`config.mk`:
```
export PLATFORM = sky130hd
export DESIGN_NAME = tdm_frame_serializer
export DESIGN_NICKNAME = d
export VERILOG_FILES = /design/src/rtl/tdm_ser_pkg.sv /design/src/rtl/tdm_bit_timer.sv /design/src/rtl/tdm_frame_sync.sv /design/src/rtl/tdm_slot_shifter.sv /design/src/rtl/tdm_frame_serializer.sv
export SDC_FILE = /design/constraint.sdc
export NUM_CORES = 1
export LEC_CHECK = 0
export BUFFER_PORTS_ARGS = -buffer_cell sky130_fd_sc_hd__buf_2
export CAP_MARGIN = 20
export CORE_ASPECT_RATIO = 1.25
export CORE_MARGIN = 10
export CORE_UTILIZATION = 60
export DETAILED_ROUTE_END_ITERATION = 10
export HOLD_SLACK_MARGIN = 0.02
export PLACE_DENSITY = 0.94
export SYNTH_ARGS = -nofsm -noshare
export SYNTH_HDL_FRONTEND = slang
export SYNTH_HIERARCHICAL = 1
export SYNTH_SLANG_ARGS = --single-unit
```
`constraint.sdc`:
```
create_clock -name clk -period 8.1 [get_ports clk]
set_input_delay 0 -clock clk [delete_from_list [all_inputs] [get_ports clk]]
set_output_delay 0 -clock clk [all_outputs]
set_load 0.05 [all_outputs]
```
`src/rtl/tdm_ser_pkg.sv`:
```
package tdm_ser_pkg;

  // Sample width in bits for a sample size code; 0 marks an unusable code.
  function automatic logic [5:0] sample_bits(input logic [2:0] code);
    case (code)
      3'd2:    sample_bits = 6'd8;
      3'd3:    sample_bits = 6'd10;
      3'd4:    sample_bits = 6'd16;
      3'd5:    sample_bits = 6'd20;
      3'd6:    sample_bits = 6'd24;
      3'd7:    sample_bits = 6'd32;
      default: sample_bits = 6'd0;
    endcase
  endfunction

  // Slot width in bits; automatic codes follow the sample width.
  function automatic logic [5:0] slot_bits(input logic [1:0] code, input logic [5:0] smp);
    case (code)
      2'd1:    slot_bits = 6'd16;
      2'd2:    slot_bits = 6'd32;
      default: slot_bits = smp;
    endcase
  endfunction

endpackage

```
`src/rtl/tdm_bit_timer.sv`:
```
module tdm_bit_timer #(
  parameter int FRL_W = 8,
  parameter int IDX_W = 5,
  parameter int POS_W = 5
) (
  input  logic             clk,
  input  logic             rst,
  input  logic             run,
  input  logic [FRL_W-1:0] frame_len_m1,
  input  logic [POS_W:0]   slot_len,
  output logic             tick,
  output logic [FRL_W-1:0] bit_idx,
  output logic [IDX_W-1:0] slot_idx,
  output logic [POS_W-1:0] slot_pos
);

  logic phase;

  always_ff @(posedge clk) begin
    if (rst) phase <= 1'b0;
    else     phase <= ~phase;
  end

  assign tick = ~phase;

  always_ff @(posedge clk) begin
    if (rst || !run) begin
      bit_idx  <= '0;
      slot_idx <= '0;
      slot_pos <= '0;
    end else if (tick) begin
      if (bit_idx >= frame_len_m1) begin
        bit_idx  <= '0;
        slot_idx <= '0;
        slot_pos <= '0;
      end else begin
        bit_idx <= bit_idx + 1'b1;
        if ({1'b0, slot_pos} >= slot_len - 1'b1) begin
          slot_pos <= '0;
          if (slot_idx != '1) slot_idx <= slot_idx + 1'b1;
        end else begin
          slot_pos <= slot_pos + 1'b1;
        end
      end
    end
  end


  tick_alt_chk: assert property (@(posedge clk) disable iff (rst) tick |=> !tick);


  frame_wrap_chk: assert property (@(posedge clk) disable iff (rst)
    (run && tick && bit_idx == frame_len_m1 && $stable(frame_len_m1)) |=> (bit_idx == '0));

endmodule

```
`src/rtl/tdm_frame_sync.sv`:
```
module tdm_frame_sync #(
  parameter int FRL_W = 8
) (
  input  logic             clk,
  input  logic             rst,
  input  logic             tick,
  input  logic             run,
  input  logic [FRL_W-1:0] bit_idx,
  input  logic [FRL_W-1:0] frame_len_m1,
  input  logic [FRL_W-1:0] fs_len_m1,
  input  logic             early,
  input  logic             pol,
  input  logic             chan,
  output logic             fs_o
);

  logic [FRL_W:0] frame_bits;
  logic [FRL_W:0] lead_pos;
  logic [FRL_W:0] act_len;
  logic           active;

  always_comb begin
    frame_bits = {1'b0, frame_len_m1} + 1'b1;
    lead_pos   = {1'b0, bit_idx} + {{FRL_W{1'b0}}, early};
    if (lead_pos > {1'b0, frame_len_m1}) lead_pos = '0;
    act_len = chan ? (frame_bits >> 1) : ({1'b0, fs_len_m1} + 1'b1);
    active  = lead_pos < act_len;
  end

  always_ff @(posedge clk) begin
    if (rst || !run) fs_o <= ~pol;
    else if (tick)   fs_o <= active ? pol : ~pol;
  end


  fs_idle_chk: assert property (@(posedge clk) disable iff (rst)
    !run |=> (fs_o == !$past(pol)));

endmodule

```
`src/rtl/tdm_slot_shifter.sv`:
```
module tdm_slot_shifter #(
  parameter int WORD_W = 32,
  parameter int SLOTS  = 16,
  parameter int SEL_W  = 4,
  parameter int IDX_W  = 5,
  parameter int POS_W  = 5
) (
  input  logic              clk,
  input  logic              rst,
  input  logic              tick,
  input  logic              run,
  input  logic [IDX_W-1:0]  slot_idx,
  input  logic [POS_W-1:0]  slot_pos,
  input  logic [SEL_W-1:0]  slots_m1,
  input  logic [SLOTS-1:0]  mask,
  input  logic              mono,
  input  logic [POS_W-1:0]  first_bit,
  input  logic [5:0]        smp_bits,
  input  logic [WORD_W-1:0] s_data,
  input  logic              s_valid,
  output logic              s_ready,
  output logic              sd_o,
  output logic              underrun_o
);

  logic [IDX_W-1:0]  slot_cnt;
  logic [SLOTS-1:0]  def_mask;
  logic [SLOTS-1:0]  use_mask;
  logic              in_frame;
  logic              slot_on;
  logic              reuse_slot;
  logic              fetch;
  logic [WORD_W-1:0] hold_word;
  logic [WORD_W-1:0] word_now;
  logic [POS_W-1:0]  bsel;
  logic              in_field;
  logic              bit_val;
  int                rel;

  assign slot_cnt = {1'b0, slots_m1} + 1'b1;

  for (genvar i = 0; i < SLOTS; i++) begin : g_def
    assign def_mask[i] = (IDX_W'(i) < slot_cnt);
  end

  assign use_mask   = (mask == '0) ? def_mask : mask;
  assign in_frame   = slot_idx < slot_cnt;
  assign slot_on    = in_frame && use_mask[slot_idx[SEL_W-1:0]];
  assign reuse_slot = mono && (slots_m1 == SEL_W'(1)) && (slot_idx == IDX_W'(1));
  assign fetch      = !rst && run && tick && (slot_pos == '0) && slot_on && !reuse_slot;
  assign s_ready    = fetch;
  assign word_now   = fetch ? (s_valid ? s_data : '0) : hold_word;

  always_comb begin
    rel      = int'(slot_pos) - int'(first_bit);
    in_field = (rel >= 0) && (rel < int'(smp_bits));
    bsel     = in_field ? POS_W'(int'(smp_bits) - 1 - rel) : '0;
    bit_val  = slot_on && in_field && word_now[bsel];
  end

  always_ff @(posedge clk) begin
    if (rst) begin
      hold_word  <= '0;
      sd_o       <= 1'b0;
      underrun_o <= 1'b0;
    end else begin
      underrun_o <= fetch && !s_valid;
      if (fetch) hold_word <= word_now;
      if (!run)      sd_o <= 1'b0;
      else if (tick) sd_o <= bit_val;
    end
  end


  ready_on_tick_chk: assert property (@(posedge clk) disable iff (rst) s_ready |-> (tick && run));


  underrun_pulse_chk: assert property (@(posedge clk) disable iff (rst) underrun_o |=> !underrun_o);


  idle_data_chk: assert property (@(posedge clk) disable iff (rst) !run |=> !sd_o);


  beyond_frame_chk: assert property (@(posedge clk) disable iff (rst)
    (tick && !in_frame) |=> (!sd_o && !underrun_o));

endmodule

```
`src/rtl/tdm_frame_serializer.sv`:
```
module tdm_frame_serializer
  import tdm_ser_pkg::*;
#(
  parameter int WORD_W = 32,
  parameter int SLOTS  = 16,
  parameter int FRL_W  = 8
) (
  input  logic                       clk,
  input  logic                       rst,
  input  logic [FRL_W-1:0]           cfg_frame_len_m1,
  input  logic [FRL_W-1:0]           cfg_fs_len_m1,
  input  logic                       cfg_fs_early,
  input  logic                       cfg_fs_pol,
  input  logic                       cfg_fs_chan,
  input  logic [$clog2(SLOTS)-1:0]   cfg_slots_m1,
  input  logic [1:0]                 cfg_slot_size,
  input  logic [2:0]                 cfg_data_size,
  input  logic [$clog2(WORD_W)-1:0]  cfg_first_bit,
  input  logic [SLOTS-1:0]           cfg_slot_mask,
  input  logic                       cfg_mono,
  input  logic                       cfg_sck_rise,
  input  logic [WORD_W-1:0]          s_data,
  input  logic                       s_valid,
  output logic                       s_ready,
  output logic                       sck_o,
  output logic                       sd_o,
  output logic                       fs_o,
  output logic                       underrun_o
);

  localparam int SEL_W = $clog2(SLOTS);
  localparam int IDX_W = SEL_W + 1;
  localparam int POS_W = $clog2(WORD_W);

  logic [5:0]       smp_len;
  logic [5:0]       slt_len;
  logic             legal;
  logic             tick;
  logic [FRL_W-1:0] bit_idx;
  logic [IDX_W-1:0] slot_idx;
  logic [POS_W-1:0] slot_pos;

  assign smp_len = sample_bits(cfg_data_size);
  assign slt_len = slot_bits(cfg_slot_size, smp_len);
  assign legal   = (smp_len != 6'd0) && (slt_len >= smp_len);

  tdm_bit_timer #(.FRL_W(FRL_W), .IDX_W(IDX_W), .POS_W(POS_W)) u_timer (
    .clk          (clk),
    .rst          (rst),
    .run          (legal),
    .frame_len_m1 (cfg_frame_len_m1),
    .slot_len     ((POS_W+1)'(slt_len)),
    .tick         (tick),
    .bit_idx      (bit_idx),
    .slot_idx     (slot_idx),
    .slot_pos     (slot_pos)
  );

  tdm_frame_sync #(.FRL_W(FRL_W)) u_sync (
    .clk          (clk),
    .rst          (rst),
    .tick         (tick),
    .run          (legal),
    .bit_idx      (bit_idx),
    .frame_len_m1 (cfg_frame_len_m1),
    .fs_len_m1    (cfg_fs_len_m1),
    .early        (cfg_fs_early),
    .pol          (cfg_fs_pol),
    .chan         (cfg_fs_chan),
    .fs_o         (fs_o)
  );

  tdm_slot_shifter #(
    .WORD_W (WORD_W),
    .SLOTS  (SLOTS),
    .SEL_W  (SEL_W),
    .IDX_W  (IDX_W),
    .POS_W  (POS_W)
  ) u_shift (
    .clk        (clk),
    .rst        (rst),
    .tick       (tick),
    .run        (legal),
    .slot_idx   (slot_idx),
    .slot_pos   (slot_pos),
    .slots_m1   (cfg_slots_m1),
    .mask       (cfg_slot_mask),
    .mono       (cfg_mono),
    .first_bit  (cfg_first_bit),
    .smp_bits   (smp_len),
    .s_data     (s_data),
    .s_valid    (s_valid),
    .s_ready    (s_ready),
    .sd_o       (sd_o),
    .underrun_o (underrun_o)
  );

  always_ff @(posedge clk) begin
    if (rst) sck_o <= 1'b0;
    else     sck_o <= tick ? cfg_sck_rise : ~cfg_sck_rise;
  end


  sck_edge_chk: assert property (@(posedge clk) disable iff (rst)
    tick |=> (sck_o == $past(cfg_sck_rise)));


  idle_ready_chk: assert property (@(posedge clk) disable iff (rst)
    !legal |-> !s_ready);

endmodule

```
Word-level counts from Yosys, hierarchy flattened
Cells that the tools add are included.
- flip-flop bits (word level): 55
- word-level logic and storage cells: 109
- input port bits: 86
- reduce and logical (&&, ||, !) cells: 25
- $add $sub $neg: 11
- multiplexer cells: 22
- bitwise operators: 4
- equal/unequal tests: 12
- magnitude comparators: 26
- operator list (operator ; number):
    $mux W32 ; 2
    $lt A4 B5 Y1 const A ; 8
    $pmux W6 S6 ; 1
    $mux W5 ; 6
    $lt A3 B5 Y1 const A ; 4
    $add A8 B1 Y9 const B ; 2
    $mux W9 ; 2
    $logic_not A16 Y1 ; 1
    $mux W16 ; 1
    $logic_and A1 B1 Y1 ; 13
    $eq A3 B3 Y1 const B ; 4
    $pmux W6 S2 ; 1
    $add A5 B1 Y5 const B ; 2
    $lt A1 B5 Y1 const A ; 2
    $lt A2 B5 Y1 const A ; 2
    $add A8 B1 Y9 ; 1
    $gt A9 B8 Y1 ; 1
    $lt A9 B9 Y1 ; 1
    $add A8 B1 Y8 const B ; 1
    $ge A8 B8 Y1 ; 1
    $mux W8 ; 1
    $lt A6 B7 Y1 ; 1
    $eq A3 B2 Y1 const B ; 2
    $ge A5 B6 Y1 ; 1
    other kinds (27) ; 39

Depth between registers and ports, before layout
Gate-level depths: netlist of the first run.
- word-level depth: 14
- depth in mapped cells: 19
- gate-level depth less buffers: 18

Hierarchy
Netlist of the first run, hierarchy kept.
- modules (own cells, without submodules) (module ; cells an instance ; instances ; seq. area each (µm²) ; area each (µm²)):
    tdm_slot_shifter ; 407 ; 1 ; 680.7 ; 3056.7
    tdm_bit_timer ; 169 ; 1 ; 380.4 ; 1362.6
    tdm_frame_sync ; 133 ; 1 ; 30.0 ; 937.1
    tdm_frame_serializer ; 28 ; 1 ; 20.0 ; 202.7

Worst setup path before layout of the first run
OpenSTA, ideal clock, no wires.
- kind: reg2reg
- start: register u_timer.slot_pos[0]
- end: register u_shift.sd_o
- path buffers: 1
- required time: 8041 ps
- setup slack: 4504 ps
- library setup time: 59 ps
- arrival time: 3537 ps
- stages on the path, launching flop included: 17
- path through: dfxtp_1 -> inv_1 -> ha_1 -> inv_1 -> fa_1 -> xor2_1 -> ha_1 -> o21ai_0 -> a21oi_1 -> o31a_1 -> or3b_2 -> buf_4 -> mux2_2 -> a41oi_1 -> a22o_1 -> o311ai_0 -> a31o_1
- word-level cells in the longest chain between the ends: 8
- elaborated cells between the ends (all ways): 15
- RTL lines (element ; RTL line ; RTL):
    from (decl) ; tdm_bit_timer.sv:14 ; output logic [POS_W-1:0] slot_pos
    from (signal assigned) ; tdm_bit_timer.sv:42 ; slot_pos <= slot_pos + 1'b1;
    branches (longest 7 deep; another with $lt A6 B7 Y1) ; n/a ;
    $logic_and A1 B1 Y1 (*) ; tdm_slot_shifter.sv:58 ; bit_val = slot_on && in_field && word_now[bsel];
    to (signal assigned) ; tdm_slot_shifter.sv:70 ; else if (tick) sd_o <= bit_val;
    to (decl) ; tdm_slot_shifter.sv:22 ; output logic sd_o,
Mark *: on every way between the ends. The select of a mux whose other input is x is not followed.
A chain may end at the register's enable or synchronous reset.

Final worst setup path of the first run
Ends and elaborated chain as after synthesis.

==> results.yml, run 1 <==
synth:
  syn_inst: 737
  async_flop_share_pct: 0
  yosys_most_used_dff: "dfxtp_1"
  yosys_warnings: 6
  synthTopCellsByArea: "dfxtp_1 19%, ha_1 13%, a21oi_1 5.8%"
  synth_seq_cells: 55
  synth.distinct_cells: 86
  synth_top_area_cell: "dfxtp_1"
  syn_area_mm2: 0.00556
  synth_edf_count: 1
  yosysTopAreaCellShare_pct: 19.4
  ys_seq_area_share_pct: 20.0
  avgSynthCellArea_um2: 7.54
drt:
  drtIter0Drc: 596
  via_per_inst: 6.18
  detail-route-antenna-nets: 0
  wl_per_cell_um: 16.7
  vias: 5862
  drtPass1Iterations: 5
  drcViolationCount: 0
  routed_wirelength_um: 15800
power_and_ir_drop:
  p_total_mw: 0.766
  p_per_area_mw_per_mm2: 120
  p_leak_nw: 2.75
  ir_drop_uv: 102
clocking:
  cts_resized: 0
  clockBufferDepth: 2
  cts_tree: "built"
  clkTransAtPathRegs_ns: 0.08
  cts_htree_levels: 2
  cts_hold_buf: 23
  numClockSinks: 55
  numCtsBuffers: 5
  clk_latency_ns: 0.31
  post-cts-setup-buffer-count: 0
  cts_root_buffer: "clkbuf_16"
floorplanning:
  dieArea_mm2: 0.0135
  placementRows: 39
  die_w_um: 106
  core-area_mm2: 0.00908
  dieHeight_um: 128
  start_util_pct: 61.2
  io_pins: 91
timing:
  finalSetupViolations: 0
  fin_crit_ns: 4.29
  fmax_mhz: 233
  finalSetupTns_ns: 0
  slew_viol_final: 0
  rsz0062_at_grt: "no"
  tightest_slew_ns: 0.826
  maxSlewHeadroom_pct: 44.9
  finalHoldViolations: 0
  clock_skew_ns: 0.0139
  fin_crit_sh_pct: 52.9
worst_setup_path:
  start_kind: "flip-flop"
  path_class: "reg2reg"
  cp_max_fo: 17
  cpPeakStageDelay_ns: 0.53
  critPathCaptureType: "flip-flop"
  worst_ep_arrival_time_ns: 4.49
  path_common_cell: "nor2_1"
  path_cells: "inv_1 > ha_1 > inv_1 > fa_1 > a21o_1 > a21oi_1 > xnor2_1 > ha_1 > nor2_1 > nor2_1 > o31a_1 > nor2_1 > nand2_1 > o21ai_0 > a31oi_1 > a2111oi_0 > nor4_1 > a31o_1"
  cp_slowest_cell: "a2111oi_0"
  critical-path-top-delay-family: "compound AO/OA/AOI/OAI gates"
  crit_buf_inv: 2
  required_ns: 8.31
place:
  place_area_mm2: 0.00599
  portBuffers: 90
  dp_hpwl_um: 11300
  finalWeightedCongestion: 0.892
layout:
  drive_gt1_share_pct: 15.5
  antennaDiodeCount: 0
  layout.nets: 970
  final_util_pct: 70.6
  fillers: 687
  syn2layout_area_growth_pct: 15.3
  fin_area_mm2: 0.00641
global_routing:
  overflow: 0
  grt_pass1_vias: 5736
  antenna_found_initial: 0
  grt_max_degree: 42
  track_usage_pct: 22.3
  grt_pass1_wl_um: 26000
min_path:
  min_path_type: "in2reg"
run_status:
  outcome: "completed"
run:
  maxCapViolCount: 0
cell families after synthesis:
| kind of cell | Yosys count | share of synthesized area, % |
|---|---|---|
| other cells | 2 | 0.135 |
| mux | 26 | 5.45 |
| xor+xnor | 31 | 4.88 |
| flops | 55 | 20.0 |
| compound gates | 167 | 19.7 |
| fa+ha+maj | 61 | 14.0 |
| buf+inv | 86 | 6.57 |
| simple gates | 309 | 29.3 |
sequential cells by signal, summed over array words and instances (netlist names):
name                count
u_shift/hold_word      32
u_timer/bit_idx         8
u_timer/slot_idx        5
u_timer/slot_pos        5
sck_o                   1
u_shift/sd_o            1
u_shift/underrun_o      1
u_sync/fs_o             1
u_timer/phase           1
per-layer routing:
layer  vias up  track usage (%)  routed length, µm  part of all wire [%]
li1       2855                -                  -                     -
met1      2721             23.7               5950                    38
met2       239             43.4               8590                    54
met3        47             3.22                845                   5.3
met4         0             7.50                412                   2.6
met5         -                0                  0                     0
cells in the final DEF (no fill, tap or decap), types with 14 or more instances in the layout:
cell type       n
a21oi_1        64
buf_2          90
dfxtp_1        54
dlygate4sd3_1  23
ha_1           58
inv_1          47
mux2i_1        16
nand2_1        76
nand3_1        63
nand4_1        14
nor2_1         49
o21ai_0        23
xnor2_1        19
worst register-to-register path: cells and delay by family (launching register included):
family                     cells  cell delay, ns
AOI/OAI and AO/OA              7            1.59
xor gates and xnor gates       1            0.16
DFF                            1            0.36
buffers and inverters          2            0.14
adders and majority gates      3            0.87
and+or+nand+nor                5            1.09
per-stage QoR:
stage | instances | hold slack, ns | setup slack (ns)
3_3_place_gp | 916 | 0.255 | 3.68
3_5_place_dp | 916 | 0.268 | 3.54
6_report | 948 | 0.0442 | 3.81
5_1_grt | 948 | 0.0554 | 3.48
2_1_floorplan | 740 | 0.0667 | 4.50
4_1_cts | 947 | 0.0273 | 3.86
layout make-up:
class	instances	area (µm²)	share of cell area, %
inverters	49	184	2.87
multi-input cells	599	4090	63.9
flip-flops and latches	55	1110	17.3
well taps	123	154	2.40
repair buffers	114	708	11.0
clock buffers	5	125	1.95
clock inverters	3	33.8	0.527
cells in the mapped netlist (13+ instances only):
| cell | instances |
|---|---|
| ha_1 | 58 |
| nand4_1 | 14 |
| nand2_1 | 76 |
| nor4_1 | 13 |
| mux2i_1 | 16 |
| a21oi_1 | 64 |
| nand3_1 | 63 |
| o21ai_0 | 23 |
| dfxtp_1 | 54 |
| inv_1 | 47 |
| clkbuf_1 | 26 |
| nor2_1 | 49 |
| nor3_1 | 13 |
| xnor2_1 | 19 |
power breakdown:
part           switching [mW]  leakage, nW  total [mW]  internal [mW]
clock                   0.109       0.0772       0.228          0.119
sequential            0.00718        0.447       0.285          0.278
combinational           0.149         2.23       0.252          0.103
total                   0.266         2.75       0.766          0.500
final timing paths:
path	from	endpoint	slack, ns	cells after the start
setup reg to reg	u_timer/slot_pos[0]$_SDFFE_PP0N_	u_shift/sd_o$_SDFFE_PP0P_	3.81	18
setup / recovery	u_timer/slot_pos[0]$_SDFFE_PP0N_	u_shift/sd_o$_SDFFE_PP0P_	3.81	18
hold reg to reg	u_shift/hold_word[1]$_SDFFE_PP0N_	u_shift/hold_word[1]$_SDFFE_PP0N_	0.45	2
hold / removal	s_data[2]	u_shift/hold_word[2]$_SDFFE_PP0N_	0.04	3
Power figures use the tool's default switching activity.
==> run 2: changes to the inputs <==
--- a/config.mk
+++ b/config.mk
@@ -5,14 +5,15 @@
 export SDC_FILE = /design/constraint.sdc
 export NUM_CORES = 1
 export LEC_CHECK = 0
+export ABC_AREA = 1
 export BUFFER_PORTS_ARGS = -buffer_cell sky130_fd_sc_hd__buf_2
 export CAP_MARGIN = 20
 export CORE_ASPECT_RATIO = 1.25
 export CORE_MARGIN = 10
-export CORE_UTILIZATION = 60
+export CORE_UTILIZATION = 53
 export DETAILED_ROUTE_END_ITERATION = 10
 export HOLD_SLACK_MARGIN = 0.02
-export PLACE_DENSITY = 0.94
+export PLACE_DENSITY = 0.89
 export SYNTH_ARGS = -nofsm -noshare
 export SYNTH_HDL_FRONTEND = slang
 export SYNTH_HIERARCHICAL = 1
==> constraint.sdc (replaced) <==
create_clock -name clk -period 3.5 [get_ports clk]
set_input_delay 0 -clock clk [delete_from_list [all_inputs] [get_ports clk]]
set_output_delay 0 -clock clk [all_outputs]
set_load 0.05 [all_outputs]
==> run 2 against run 1 <==
Combinational power is 100% higher; total power increased by 140%; count of clock-buffer cells in the layout rose by 1; core utilization fell by 7.2 points; largest power group unchanged; sequential cell count unchanged; sequential share of layout area fell by 0.10 points; worst hold slack got worse by 0.013 ns; die area rose by 11%; maximum frequency increased by 28%; critical path type unchanged; area after synthesis increased by 0.50%.
==> results.yml, run 2 <==
run_status:
  outcome: "completed"
global_routing:
  overflow: 0
  track_usage_pct: 17.5
  grt_pass1_vias: 5591
  grt_max_degree: 45
  grt_pass1_wl_um: 23300
  antenna_found_initial: 0
power_and_ir_drop:
  p_per_area_mw_per_mm2: 278
  p_leak_nw: 3.42
  p_total_mw: 1.80
  ir_drop_uv: 231
layout:
  drive_gt1_share_pct: 17.7
  final_util_pct: 63.5
  final_common_cell: "nand2_1"
  largest_reg_flops: 32
  layout.nets: 1146
  antennaDiodeCount: 0
  layout_common_cells: "249 x nand2_1, 149 x inv_1, 105 x nor2_1"
  top_register: "u_shift/hold_word"
  syn2layout_area_growth_pct: 15.9
  top_regs: "u_shift/hold_word (32), u_timer/bit_idx (8)"
floorplanning:
  start_util_pct: 54.7
  die_w_um: 112
  io_pins: 91
  dieArea_mm2: 0.0151
  dieHeight_um: 135
  core-area_mm2: 0.0102
  placementRows: 41
worst_setup_path:
  path_cells: "inv_1 > ha_1 > inv_1 > fa_2 > xor2_1 > ha_1 > nand2_1 > nor2_1 > a211oi_1 > nor2_1 > nor2_1 > nor2_1 > o21bai_1 > nand2_2 > buf_4 > nor2_2 > inv_1 > nand3_1 > nand2_1 > nand2_1 > nand3_1 > nand3_1 > a21oi_1"
  path_class: "reg2reg"
  cp_slowest_cell: "ha_1"
  cp_max_fo: 6
  start_kind: "flip-flop"
  critical-path-top-delay-family: "simple AND/OR/NAND/NOR gates"
  worst_ep_arrival_time_ns: 3.52
  cpPeakStageDelay_ns: 0.37
  crit_buf_inv: 4
  critPathCaptureType: "flip-flop"
  required_ns: 3.68
  path_common_cell: "nor2_1"
min_path:
  min_path_type: "in2reg"
place:
  finalWeightedCongestion: 0.927
  portBuffers: 90
  dp_hpwl_um: 11000
synth:
  async_flop_share_pct: 0
  syn_inst: 912
  yosysTopAreaCellShare_pct: 19.4
  yosys_warnings: 6
  synth_seq_cells: 55
  synth.distinct_cells: 47
  synth_edf_count: 1
  yosysMostFrequentCell: "nand2_1"
  syn_area_mm2: 0.00559
  ys_seq_area_share_pct: 19.9
  synth_top_area_cell: "dfxtp_1"
  avgSynthCellArea_um2: 6.13
  yosys_most_used_dff: "dfxtp_1"
  synth_common_cells: "250 x nand2_1, 152 x inv_1, 110 x nor2_1"
  synthTopCellsByArea: "dfxtp_1 19%, nand2_1 17%, ha_1 13%"
drt:
  vias: 5896
  routed_wirelength_um: 14200
  drtIter0Drc: 270
  drtPass1Iterations: 5
  wl_per_cell_um: 12.6
  drcViolationCount: 0
  via_per_inst: 5.22
  detail-route-antenna-nets: 0
timing:
  maxSlewHeadroom_pct: 52.0
  fin_crit_sh_pct: 95.5
  tightest_slew_ns: 0.720
  slew_viol_final: 0
  finalSetupViolations: 0
  fmax_mhz: 299
  finalHoldViolations: 0
  clock_skew_ns: 0.00526
  fin_crit_ns: 3.34
clocking:
  numClockSinks: 55
  clockBufferDepth: 2
  numCtsBuffers: 5
  cts_htree_levels: 2
  clk_latency_ns: 0.29
  clkTransAtPathRegs_ns: 0.07
  cts_root_buffer: "clkbuf_16"
  cts_tree: "built"
run:
  maxCapViolCount: 0
## run 2: cell types whose count changed after synthesis, moves of 9 or more
cell / previous run / this run
o21ai_0: 23 / 13
nand4_1: 14 / 31
mux2i_1: 16 / 0
nor2_1: 49 / 110
clkbuf_1: 26 / 10
xnor2_1: 19 / 3
a21oi_1: 64 / 39
nand2b_1: 10 / 0
o21ai_2: 2 / 12
nand2_1: 76 / 250
nor4_1: 13 / 1
inv_1: 47 / 152
and3_1: 12 / 3
nor2b_1: 12 / 0
## run 2: per-layer routing
metal | vias to the layer above | wire (µm) | global-route usage (%)
met2 | 166 | 7720 | 35.5
li1 | 3050 | - | -
met4 | 0 | 213 | 3.51
met1 | 2653 | 5640 | 17.9
met3 | 27 | 650 | 3.19
met5 | - | 0 | 0
## run 2: worst paths after layout
check | depth (start not counted) | from | slack (ns) | end
max | 23 | u_timer/slot_pos[0]$_SDFFE_PP0N_ | 0.16 | u_shift/sd_o$_SDFFE_PP0P_
min | 3 | cfg_fs_pol | 0.03 | u_sync/fs_o$_DFFE_PP_
max reg2reg | 23 | u_timer/slot_pos[0]$_SDFFE_PP0N_ | 0.16 | u_shift/sd_o$_SDFFE_PP0P_
min reg2reg | 2 | u_shift/hold_word[19]$_SDFFE_PP0N_ | 0.47 | u_shift/hold_word[19]$_SDFFE_PP0N_
## run 2: worst register-to-register path: cells and delay by family, from the launching register on
kind / cells / cell delay (ns)
AO/OA/AOI/OAI: 3 / 0.36
XOR/XNOR: 1 / 0.18
adder cells (fa/ha/maj): 3 / 0.85
buffers and inverters: 4 / 0.44
flip-flops: 1 / 0.35
AND/OR/NAND/NOR: 12 / 1.07
## run 2: per-stage QoR
step | TNS, ns | hold WS, ns | setup slack [ns] | std cells | area, µm²
global placement | 0 | 0.280 | 0.131 | 1116 | 6130
detailed placement | 0 | 0.300 | 0.0644 | 1116 | 6130
CTS | 0 | 0.0282 | 0.0363 | 1125 | 6330
global route | -0.0874 | 0.0401 | -0.0501 | 1130 | 6480
floorplan | 0 | 0.0667 | 0.212 | 914 | 5590
finish | 0 | 0.0315 | 0.156 | 1130 | 6480
## run 2: area by class of cell
class / instances / area [µm²]
fillers: 936 / 3730
repair buffers: 105 / 582
clock inverters: 2 / 60.1
inverters: 155 / 584
well taps: 129 / 161
clock buffers: 6 / 129
multi-input cells: 678 / 3840
flip-flops and latches: 55 / 1120
## run 2: repair_timing
item	CTS	global route
hold endpoints to repair	1	0
resized for setup	0	30
hold buffers	1	0
setup buffers	0	4
endpoints found under the setup margin	0	2
## run 2: logic make-up after synthesis
| logic type | count (synthesis) | share of synthesized area (%) |
|---|---|---|
| AO/OA/AOI/OAI | 86 | 9.59 |
| buffers and inverters | 181 | 13.2 |
| AND/OR/NAND/NOR | 507 | 40.2 |
| XOR/XNOR | 21 | 3.29 |
| flip-flops | 55 | 19.9 |
| other | 2 | 0.134 |
| adder cells (fa/ha/maj) | 60 | 13.7 |
## run 2: report_power, final
part           internal [mW]  switching (mW)  total (mW)
combinational          0.192           0.320       0.511
clock                  0.410           0.219       0.629
sequential             0.648          0.0145       0.662
